**src/rtl/pin_capture.sv**
```systemverilog
module pin_capture #(
  parameter int TW   = 16,
  parameter int SYNC = 2,
  parameter int PW   = 4
) (
  input  logic          clk,
  input  logic          rst_n,
  input  logic          pin_in,
  input  logic [TW-1:0] timer_val,
  input  logic [3:0]    mode,
  input  logic          flag_clr,
  output logic [TW-1:0] cap_val,
  output logic          cap_flag
);
  localparam logic [3:0] M_FALL  = 4'b0100;
  localparam logic [3:0] M_RISE  = 4'b0101;
  localparam logic [3:0] M_DIV4  = 4'b0110;
  localparam logic [3:0] M_DIV16 = 4'b0111;
  localparam int D4W = 2;

  logic [SYNC:0] sh;
  logic [PW-1:0] cnt;
  logic [PW-1:0] cnt_nx;
  logic rise, fall, cap_mode, pre_mode, fire;

  always_ff @(posedge clk or negedge rst_n)
    if (!rst_n) sh <= '0;
    else        sh <= {sh[SYNC-1:0], pin_in};

  assign rise     = sh[SYNC-1] & ~sh[SYNC];
  assign fall     = ~sh[SYNC-1] & sh[SYNC];
  assign cap_mode = (mode[3:2] == 2'b01);
  assign pre_mode = (mode == M_DIV4) || (mode == M_DIV16);
  assign cnt_nx   = cnt + 1'b1;

  assign fire = ((mode == M_FALL)  && fall) ||
                ((mode == M_RISE)  && rise) ||
                ((mode == M_DIV4)  && rise && (cnt_nx[D4W-1:0] == '0)) ||
                ((mode == M_DIV16) && rise && (cnt_nx == '0));

  always_ff @(posedge clk or negedge rst_n)
    if (!rst_n)                cnt <= '0;
    else if (!cap_mode)        cnt <= '0;
    else if (pre_mode && rise) cnt <= cnt_nx;

  always_ff @(posedge clk or negedge rst_n)
    if (!rst_n)    cap_val <= '0;
    else if (fire) cap_val <= timer_val;

  always_ff @(posedge clk or negedge rst_n)
    if (!rst_n)        cap_flag <= 1'b0;
    else if (fire)     cap_flag <= 1'b1;
    else if (flag_clr) cap_flag <= 1'b0;
endmodule

```
**config.mk**
```make
export PLATFORM = sky130hd
export DESIGN_NAME = pin_capture
export DESIGN_NICKNAME = d
export VERILOG_FILES = /design/src/rtl/pin_capture.sv
export SDC_FILE = /design/constraint.sdc
export NUM_CORES = 1
export LEC_CHECK = 0
export ABC_AREA = 0
export CORE_UTILIZATION = 37
export DETAILED_ROUTE_END_ITERATION = 6
export PLACE_DENSITY = 0.69
export SYNTH_ARGS = -nofsm -noshare
export SYNTH_HDL_FRONTEND = slang
export SYNTH_SLANG_ARGS = --single-unit
export TNS_END_PERCENT = 100
```
**constraint.sdc**
```tcl
create_clock -name clk -period 3.6 [get_ports clk]
set_clock_uncertainty 0.05 [all_clocks]
set_input_delay 0.36 -clock clk [delete_from_list [all_inputs] [get_ports clk]]
set_output_delay 0.36 -clock clk [all_outputs]
set_load 0.02 [all_outputs]
```
# ---- After elaboration in Yosys (flattened, before gate mapping)
# Index checks and enable logic that the tools add are counted.
dict set report totals {
  out_inout_bits 17
  word_cells 33
  input_bits 24
  latch_bits 0
  register_bits 24
  rom_bits 0
  memories 0
  ramBits 0
}
dict set report classes {
  n_mux 4
  n_bitwise 4
  magnitude_cmp 0
  shifts 0
  n_reduce_logical 14
  mul 0
  n_addsub 1
  n_eq_ne 6
  n_div 0
}
# cell count
set ops {}
lappend ops {{4-bit by 3-bit equality test with 1-bit output, second input constant} 4}
lappend ops {{4-bit two-way mux} 2}
lappend ops {{1-bit logical AND} 7}
lappend ops {{4-bit by 1-bit adder with 4-bit output, second input constant} 1}
lappend ops {{4-bit zero test} 1}
lappend ops {{1-bit logical OR} 4}
lappend ops {{1-bit AND} 2}
lappend ops {{2-bit by 1-bit equality test with 1-bit output, second input constant} 1}
lappend ops {{2-bit zero test} 1}
lappend ops {{1-bit two-way mux} 2}
lappend ops {{2-bit by 1-bit != test with 1-bit output, second input constant} 1}
lappend ops {{1-bit inverter} 2}
lappend ops {{2-bit nonzero test} 1}

# ---- Logic depth before layout (Yosys ltp)
# Gate-level depths: netlist of the first run.
dict set report depth {
  ltp_word 7
  mapped_depth 6
  mapped_depth_nobuf 5
}

# ---- Worst setup path after synthesis of the first run
# No wires, ideal clock.
dict set report synth_path {
  path_type {reg-to-reg}
  start {register cnt[0]}
  end {register cap_val[0]}
  path_buffers 1
  synth_period_minus_slack_ps 1813
  setup_ps 125
  slack_ps 1787
  arrival_ps 1638
  t_required_ps 3425
  path_stages_with_launch 6
  cell_sequence {dfrtp_1 ha_1 o311ai_4 o32ai_4 buf_12 mux2_4}
}
dict set report synth_via {
  elab_chain_len 5
  elab_cells_between_ends 7
  classes_between {1 x add/sub; 6 x reduce/logical}
}
# element line_no
set synth_rtl {}
lappend synth_rtl {{start, declared} 22} ;# logic [PW-1:0] cnt;
lappend synth_rtl {{start signal, assigned} 44} ;# else if (pre_mode && rise) cnt <= cnt_nx;
lappend synth_rtl {{4-bit by 1-bit adder with 4-bit output (*)} 34} ;# assign cnt_nx = cnt + 1'b1;
lappend synth_rtl {{2-bit zero test} 38} ;# ((mode == M_DIV4) && rise && (cnt_nx[D4W-1:0] == '0)) ||
lappend synth_rtl {{1-bit logical AND} 38}
lappend synth_rtl {{1-bit logical OR} 37} ;# ((mode == M_RISE) && rise) ||
lappend synth_rtl {{1-bit logical OR (*)} 38}
lappend synth_rtl {{end signal, assigned} 48} ;# else if (fire) cap_val <= timer_val;
lappend synth_rtl {{end, declared} 12} ;# output logic [TW-1:0] cap_val,
# Every way passes the cells marked *; elsewhere a longest branch is shown, timed or not.
# A chain may end at the register's enable or synchronous reset.

# ---- Worst setup path in the final report of the first run
dict set report layout_path {
  start {input mode[3]}
  end {register cap_val[6]}
}
dict set report layout_via {
  elab_chain_len 5
  elab_cells_between_ends 13
  classes_between {4 x eq/ne; 9 x reduce/logical}
}
# element line_no
set layout_rtl {}
lappend layout_rtl {{start, declared} 10} ;# input logic [3:0] mode,
lappend layout_rtl {{4-bit by 3-bit equality test with 1-bit output, on equally long branches} {36, 37, 38}}
lappend layout_rtl {{1-bit logical AND, on equally long branches} {36, 37, 38}}
lappend layout_rtl {{1-bit logical OR / 1-bit logical AND (equally long branches)} {36, 38}}
lappend layout_rtl {{1-bit logical OR} 37}
lappend layout_rtl {{1-bit logical OR (*)} 38}
# Marked as above.

==> impl_metrics.csv, run 1 <==
group,metric,value,unit
clock_tree,worstSkewPairLatency,0.31,ns
critical_path,rr_startpoint,"cnt[0]$_DFFE_PN0P_",
layout,fin_nets,139,
run,maxCapViolCount,0,
place,gp_congestion,0.726,
layout,drive_gt1_share,25.0,%
clock_tree,cts_max_level,1,
logic_synthesis,synthDistinctLibCells,22,
layout,final_cell_mix,"40 x clkdlybuf4s50_1, 24 x dfrtp_1, 9 x mux2_4",
global_route,grt_pass1_wl,3160,µm
outcome,outcome,"complete, no violations",
clock_tree,clk_path_buf_depth,2,
drt,viasPerCell,4.82,
global_route,grt_max_degree,25,
layout,area_growth,42.1,%
place,portBuffers,40,
logic_synthesis,synthCells,70,
layout,n_antenna_cell,0,
clock_tree,clk_pin_slew,0.12,ns
power,irDropWorstVdd,0.339,mV
critical_path,required,3.76,ns
sta,tns,0,ns
worst_hold_path,min_to,"sh[1]$_DFF_PN0_",
floorplan,die_h,56.4,µm
floorplan,die_w,56.4,µm
logic_synthesis,yosys.area.top_type_share,54.9,%
logic_synthesis,ys_ff_latch,24,
clock_tree,cts_tree,"done",
sta,fin_crit,2.17,ns
global_route,grt-ovfl-total,0,
critical_path,cpPeakStageDelay,0.87,ns
clock_tree,clkSinkCount,24,
drt,first_pass_iters,4,
place,dp_hpwl,1400,µm
clock_tree,cts_root_buf,"clkbuf_4",
floorplan,io_pins,41,
power,power_density,509,nW/µm²
critical_path,cpMaxStageDelayCell,"o32ai_4",
critical_path,worstPathCellList,"clkdlybuf4s50_1 > nand2b_1 > o32ai_4 > mux2_2",
drt,drtIter0Drc,2,
clock_tree,cts_resized,0,
worst_hold_path,worstHoldStart,"sh[0]$_DFF_PN0_",
logic_synthesis,syn_area_per_cell,15.6,µm²
critical_path,regToRegSetupSlack,1.54,ns
drt,num_vias,689,
sta,tightest_slew,1.03,ns
critical_path,ff2ff_path_depth,5,
logic_synthesis,yosys_warnings,0,
logic_synthesis,synth_area_leaders,"dfrtp_1 55%, mux2_4 12%, mux2_2 7.2%",
layout,final_common_cell,"clkdlybuf4s50_1",
global_route,grt_pass1_vias,719,
critical_path,critical_path_class,"input port to flop",
worst_hold_path,min_path_type,"flop to flop",
sta,hold_violations,0,
worst_hold_path,whs_path_depth,0,
logic_synthesis,syn_nets,96,
sta,drv_slew,0,
floorplan,coreArea,2780,µm²
global_route,antenna_found_initial,0,
critical_path,rr_endpoint,"cap_val[6]$_DFFE_PN0P_",
power,p_leak,0.000665,µW
drt,drc_errors,0,
clock_tree,cts-hold-fix-buffers,0,
logic_synthesis,syn_area,1090,µm²
sta,relSlewSlack,31.4,%
drt,postRouteAntennaNets,0,
floorplan,rows,19,
floorplan,dieArea,3180,µm²
critical_path,cp-end-kind,"flop",
global_route,grt_usage,13.0,%
clock_tree,numCtsBuffers,3,
logic_synthesis,seq_area_frac_synth,54.9,%
sta,max_freq,461,MHz
critical_path,crit_path_start_kind,"input port",
clock_tree,postCtsSetupBuffers,0,
critical_path,cp_data_arrival_time,2.33,ns
sta,finalSetupViolCount,0,
sta,holdWs,0.312,ns
sta,rsz0062_at_grt,"no",
floorplan,initial_core_util,39.3,%
logic_synthesis,synth_top_area_cell,"dfrtp_1",
critical_path,path_max_fanout,17,
drt,routedWlPerCell,13.1,µm
sta,period_share,60.3,%
drt,routed_wl,1880,µm
-- power breakdown --
group,leakage [µW],internal (µW),switching (µW)
logic,0.000336,152,105
clock network,0.0000279,113,75.6
registers,0.000301,318,27.3
total,0.000665,583,208
-- routing by layer --
metal / part of all wire (%) / track usage [%] / up-vias
met5: 0 / 0 / -
met4: 1.9 / 6.27 / 0
met3: 7.7 / 4.38 / 4
met2: 44 / 19.4 / 28
met1: 47 / 16.8 / 331
li1: - / - / 326
-- final cells by class --
type                       count  area (µm²)
multi-input combinational     42         454
sequential                    24         601
clock inverter                 1        30.0
fill                         253        1230
clock buffer                   3        22.5
tap                           31        38.8
timing repair buffer          40         400
inverter                       2        7.51
-- worst max-delay path by stage --
| stage | start | to | cells past startpoint |
|---|---|---|---|
| 5_1_grt | mode[3] | cap_val[3]$_DFFE_PN0P_ | 4 |
| 3_5_place_dp | mode[3] | cap_val[6]$_DFFE_PN0P_ | 4 |
| 6_report | mode[3] | cap_val[6]$_DFFE_PN0P_ | 4 |
| 2_1_floorplan | cnt[0]$_DFFE_PN0P_ | cap_val[0]$_DFFE_PN0P_ | 5 |
| 3_3_place_gp | mode[0] | cap_val[5]$_DFFE_PN0P_ | 5 |
| 4_1_cts | mode[3] | cap_val[6]$_DFFE_PN0P_ | 4 |
-- synth_stat cells (all sizes together) --
library cell	instances
a21bo	1
a21o	1
a21oi	1
a31oi	1
and3b	3
buf	2
dfrtp	24
ha	2
inv	2
mux2	16
mux2i	1
nand2	2
nand2b	1
nand3b	1
nand4	1
nor2	6
o311ai	1
o32ai	1
xnor2	1
xor2	2
-- state kept, by name (all words and copies together) (netlist names) --
name      cells
cap_val      16
cap_flag      1
cnt           4
sh            3
-- logic make-up after synthesis --
group	synth area share, %
adder cells (fa/ha/maj)	2.29
AND/OR/NAND/NOR	7.32
XOR/XNOR	2.40
flip-flops	54.9
buffers and inverters	3.55
AO/OA/AOI/OAI	9.04
multiplexers	20.5
-- stage by stage --
stage	cell area (µm²)	util [%]	total power [µW]	setup slack, ns	cells
3_5_place_dp	1500	54.0	609	1.04	139
5_1_grt	1550	55.9	830	1.32	143
6_report	1550	55.9	790	1.43	143
3_3_place_gp	1500	54.0	606	1.09	139
4_1_cts	1550	55.9	802	1.40	143
2_1_floorplan	1090	-	473	1.79	70
-- worst max-delay path, delay by kind of cell --
kind | cells | cell delay, ns
compound gates | 1 | 0.87
buf+inv | 1 | 0.40
mux | 1 | 0.42
simple gates | 1 | 0.27
(Power assumes the default switching activity.)
==> run 2: changes to the inputs <==
==> constraint.sdc (replaced) <==
create_clock -name clk -period 2.1 [get_ports clk]
set_clock_uncertainty 0.05 [all_clocks]
set_input_delay 0.21 -clock clk [delete_from_list [all_inputs] [get_ports clk]]
set_output_delay 0.21 -clock clk [all_outputs]
set_load 0.02 [all_outputs]
==> run 2 against run 1 <==
  * Via count grew 0.44%
  * Worst setup slack lost 1.2 ns
  * Utilization grew 0.67 points
  * First-iteration DRC count shrank 100%
  * Sequential power grew 72%
  * Critical path depth grew 1
  * Critical path type is now flop to flop
  * Critical endpoint is now cap_val[10]$_DFFE_PN0P_
  * Highest routed layer unchanged
==> impl_metrics.csv, run 2 (synthesized netlist as in run 1, its figures left out) <==
group,metric,value,unit
layout,multi_input_area,454,µm²
critical_path,cp-end-kind,"flop",
drt,num_vias,692,
sta,drv_slew,0,
floorplan,initial_core_util,39.3,%
place,portBuffers,40,
clock_tree,cts-hold-fix-buffers,0,
layout,area_growth,43.8,%
sta,tns,0,ns
global_route,use_met2,22.4,%
floorplan,io_pins,41,
run,maxCapViolCount,0,
critical_path,required,2.25,ns
global_route,gr-max-usage-layer,"met2",
place,dp_hpwl,1380,µm
clock_tree,cts_root_buf,"clkbuf_4",
floorplan,die_w,56.4,µm
layout,fin_area,1570,µm²
power,power_density,804,nW/µm²
layout,final_cell_mix,"40 x clkdlybuf4s50_1, 24 x dfrtp_1, 9 x mux2_4",
clock_tree,clk_pin_slew,0.12,ns
layout,fill_cells,213,
layout,reg.largest.list,"cap_val (16), cnt (4), sh (3)",
clock_tree,cts_tree,"done",
drt,drc_errors,0,
sta,rsz0062_at_grt,"no",
drt,routedWlPerCell,12.6,µm
drt,routed_wl,1850,µm
critical_path,cpPeakStageDelay,0.47,ns
drt,drtIter0Drc,0,
critical_path,cpMaxStageDelayCell,"dfrtp_1",
critical_path,rr_startpoint,"cnt[0]$_DFFE_PN0P_",
global_route,grt_max_degree,25,
clock_tree,clkSinkCount,24,
clock_tree,clk_path_buf_depth,2,
clock_tree,numCtsBuffers,3,
layout,largest_register_ff_count,16,
critical_path,cp_data_arrival_time,2.01,ns
sta,period_share,88.7,%
layout,drive_gt1_share,27.0,%
sta,tightest_slew,0.301,ns
clock_tree,worstSkewPairLatency,0.30,ns
global_route,antenna_found_initial,0,
global_route,grt-ovfl-total,0,
layout,n_antenna_cell,0,
critical_path,worstSetupPathDepth,5,
floorplan,die_h,56.4,µm
layout,regArea,601,µm²
worst_hold_path,min_path_type,"input port to async pin",
clock_tree,cts_max_level,1,
global_route,met3_usage,3.00,%
critical_path,ff2ff_path_depth,5,
drt,first_pass_iters,1,
power,irDropWorstVdd,0.522,mV
clock_tree,cts_resized,0,
drt,viasPerCell,4.74,
sta,holdWs,0.202,ns
place,gp_congestion,0.705,
global_route,grt_pass1_vias,758,
outcome,outcome,"complete, no violations",
sta,relSlewSlack,79.9,%
critical_path,crit_family,"compound AO/OA/AOI/OAI gates",
global_route,use_met1,16.9,%
clock_tree,postCtsSetupBuffers,0,
critical_path,path_max_fanout,17,
floorplan,rows,19,
sta,fin_ws,0.238,ns
drt,postRouteAntennaNets,0,
place,place_ws,0.112,ns
layout,fin_nets,142,
floorplan,dieArea,3180,µm²
layout,top_register,"cap_val",
sta,max_freq,537,MHz
sta,fin_crit,1.86,ns
sta,finalSetupViolCount,0,
floorplan,coreArea,2780,µm²
place,placed_area,1540,µm²
sta,hold_violations,0,
critical_path,crit_buf_inv,1,
critical_path,worstPathCellList,"ha_1 > o311ai_4 > o32ai_4 > buf_12 > mux2_4",
global_route,grt_usage,13.3,%
critical_path,critical_path_class,"flop to flop",
critical_path,crit_path_start_kind,"flop",
power,total_power,1270,µW
global_route,grt_pass1_wl,3310,µm
layout,final_common_cell,"clkdlybuf4s50_1",
power,p_leak,0.000676,µW
critical_path,crit_start,"cnt[0]$_DFFE_PN0P_",
[run 2: through the flow]
stage               instances  util [%]
global placement          142      55.2
finish                    146      56.5
global route              146      56.5
CTS                       146      56.5
detailed placement        142      55.2
floorplan                  70         -
[run 2: worst paths after layout]
kind / to / slack (ns)
max: cap_val[10]$_DFFE_PN0P_ / 0.24
min: cap_val[11]$_DFFE_PN0P_ / 0.20
max reg2reg: cap_val[10]$_DFFE_PN0P_ / 0.24
min reg2reg: sh[1]$_DFF_PN0_ / 0.31
max in group asynchronous: cnt[0]$_DFFE_PN0P_ / 1.57
min in group clk: sh[0]$_DFF_PN0_ / 0.30
[run 2: per-layer routing]
layer,share of wire [%],vias up
met5,0,-
met4,1.0,0
met3,7.5,4
met2,46,28
met1,45,327
li1,-,333
[run 2: area by class of cell]
type / instances / area share [%]
repair buffers: 43 / 27.7
clock buffers: 4 / 2.31
flip-flops and latches: 24 / 38.2
well taps: 31 / 2.47
multi-input cells: 42 / 28.9
inverters: 2 / 0.477
[run 2: report_power, final]
group / total, µW / switching, µW / internal, µW
clock network: 228 / 122 / 106
registers: 594 / 47.9 / 546
logic: 443 / 180 / 263
==> run 3: changes to the inputs <==
--- a/config.mk
+++ b/config.mk
@@ -6,9 +6,10 @@
 export NUM_CORES = 1
 export LEC_CHECK = 0
 export ABC_AREA = 0
+export CAP_MARGIN = 15
 export CORE_UTILIZATION = 37
 export DETAILED_ROUTE_END_ITERATION = 6
-export PLACE_DENSITY = 0.69
+export PLACE_DENSITY_LB_ADDON = 0.1
 export SYNTH_ARGS = -nofsm -noshare
 export SYNTH_HDL_FRONTEND = slang
 export SYNTH_SLANG_ARGS = --single-unit
==> run 3 against run 2 <==
  * Clock power barely moved
  * Maximum frequency hardly changed
  * Hold slack got worse by 0.013 ns
  * Critical path type unchanged
  * Critical endpoint is now cap_val[9]$_DFFE_PN0P_
  * Largest power group unchanged
  * Highest routed layer unchanged
==> impl_metrics.csv, run 3 (synthesized netlist as in run 1, its figures left out) <==
group,metric,value,unit
power,p_sw_share,27.7,%
power,power_density,805,nW/µm²
drt,drc_errors,0,
sta,finalSetupViolCount,0,
critical_path,critical_path_class,"flop to flop",
sta,period_share,88.7,%
place,portBuffers,40,
layout,final_cell_mix,"40 x clkdlybuf4s50_1, 24 x dfrtp_1, 9 x mux2_4",
place,gp_congestion,0.697,
clock_tree,worstSkewPairLatency,0.30,ns
critical_path,cpPeakStageDelay,0.46,ns
power,power_frac_clock,18.3,%
place,placed_area,1540,µm²
sta,max_freq,537,MHz
layout,fin_area,1570,µm²
critical_path,path_max_fanout,17,
power,p_sw,351,µW
clock_tree,clk_path_buf_depth,2,
layout,final_common_cell,"clkdlybuf4s50_1",
clock_tree,cts-hold-fix-buffers,0,
clock_tree,postCtsSetupBuffers,0,
sta,tns,0,ns
critical_path,cpMaxStageDelayCell,"dfrtp_1",
sta,fin_crit,1.86,ns
floorplan,io_pins,41,
run,maxCapViolCount,0,
critical_path,required,2.25,ns
critical_path,worstPathCellList,"ha_1 > o311ai_4 > o32ai_4 > buf_12 > mux2_4",
global_route,grt_pass1_vias,753,
layout,reg.largest.list,"cap_val (16), cnt (4), sh (3)",
clock_tree,clk_pin_slew,0.12,ns
layout,n_antenna_cell,0,
clock_tree,numCtsBuffers,3,
global_route,grt_max_degree,25,
global_route,grt_usage,13.2,%
floorplan,dieArea,3180,µm²
sta,rsz0062_at_grt,"no",
critical_path,ff2ff_path_depth,5,
sta,hold_violations,0,
critical_path,cp_data_arrival_time,2.01,ns
clock_tree,cts_max_level,1,
power,sequentialPowerShare,46.8,%
clock_tree,cts_tree,"done",
drt,num_vias,692,
layout,fin_nets,142,
sta,relSlewSlack,80.9,%
worst_hold_path,min_path_type,"input port to async pin",
critical_path,rr_startpoint,"cnt[0]$_DFFE_PN0P_",
floorplan,rows,19,
drt,routed_wl,1800,µm
layout,largest_register_ff_count,16,
clock_tree,clkSinkCount,24,
layout,fill_cells,255,
power,p_int,915,µW
global_route,antenna_found_initial,0,
clock_tree,cts_root_buf,"clkbuf_4",
clock_tree,cts_resized,0,
sta,drv_slew,0,
power,irDropWorstVdd,0.515,mV
sta,tightest_slew,0.287,ns
critical_path,crit_path_start_kind,"flop",
floorplan,die_h,56.4,µm
layout,area_growth,43.8,%
critical_path,crit_family,"compound AO/OA/AOI/OAI gates",
drt,drtIter0Drc,8,
critical_path,critPathCapture,"cap_val[9]$_DFFE_PN0P_",
floorplan,die_w,56.4,µm
critical_path,regToRegSetupSlack,0.24,ns
layout,top_register,"cap_val",
layout,drive_gt1_share,27.0,%
global_route,grt-ovfl-total,0,
drt,postRouteAntennaNets,0,
floorplan,coreArea,2780,µm²
layout,multi_input_area,454,µm²
critical_path,rr_endpoint,"cap_val[9]$_DFFE_PN0P_",
layout,regArea,601,µm²
critical_path,worstSetupPathDepth,5,
critical_path,cp-end-kind,"flop",
global_route,grt_pass1_wl,3320,µm
critical_path,crit_start,"cnt[0]$_DFFE_PN0P_",
floorplan,initial_core_util,39.3,%
drt,first_pass_iters,3,
critical_path,crit_buf_inv,1,
place,dp_hpwl,1390,µm
drt,routedWlPerCell,12.4,µm
drt,viasPerCell,4.74,
outcome,outcome,"complete, no violations",
power,p_comb_share,34.9,%
power,p_leak,0.000676,µW
## run 3: cell counts in the layout (fill, tap and decap cells not counted)
Identical to the previous run, type by type.
## run 3: worst min path at each step
stage | endpoint | slack, ns | cells after the start
6_report | cap_flag$_DFFE_PN0P_ | 0.19 | 2
5_1_grt | cap_flag$_DFFE_PN0P_ | 0.22 | 2
4_1_cts | cap_val[12]$_DFFE_PN0P_ | 0.19 | 2
3_5_place_dp | sh[1]$_DFF_PN0_ | 0.29 | 0
3_3_place_gp | sh[1]$_DFF_PN0_ | 0.28 | 0
2_1_floorplan | cap_flag$_DFFE_PN0P_ | -0.14 | 0
## run 3: area by class of cell
cell class	instances	share of cell area, %
sequential	24	38.2
inverter	2	0.477
clock buffer	4	2.31
multi-input combinational	42	28.9
timing repair buffer	43	27.7
tap	31	2.47
## run 3: through the flow
| stage | util, % | setup WS (ns) | instances | hold slack (ns) | total power [µW] |
|---|---|---|---|---|---|
| 2_1_floorplan | - | 0.287 | 70 | -0.136 | 811 |
| 6_report | 56.5 | 0.237 | 146 | 0.189 | 1270 |
| 5_1_grt | 56.5 | 0.161 | 146 | 0.217 | 1340 |
| 4_1_cts | 56.5 | 0.231 | 146 | 0.185 | 1290 |
| 3_5_place_dp | 55.2 | 0.118 | 142 | 0.289 | 1050 |
| 3_3_place_gp | 55.2 | 0.153 | 142 | 0.282 | 1040 |
## run 3: routing by layer
layer  track usage (%)  share of wire (%)
met2              20.4                 49
met1              18.1                 46
met4              5.23               0.83
met5                 0                  0
met3              2.53                4.8
## run 3: power groups by stage
stage	Clock, µW	Sequential [µW]	Combinational [µW]
6_report	231	593	442
5_1_grt	265	608	466
4_1_cts	245	596	448
3_5_place_dp	0	601	447
3_3_place_gp	0	598	442
2_1_floorplan	0	699	111
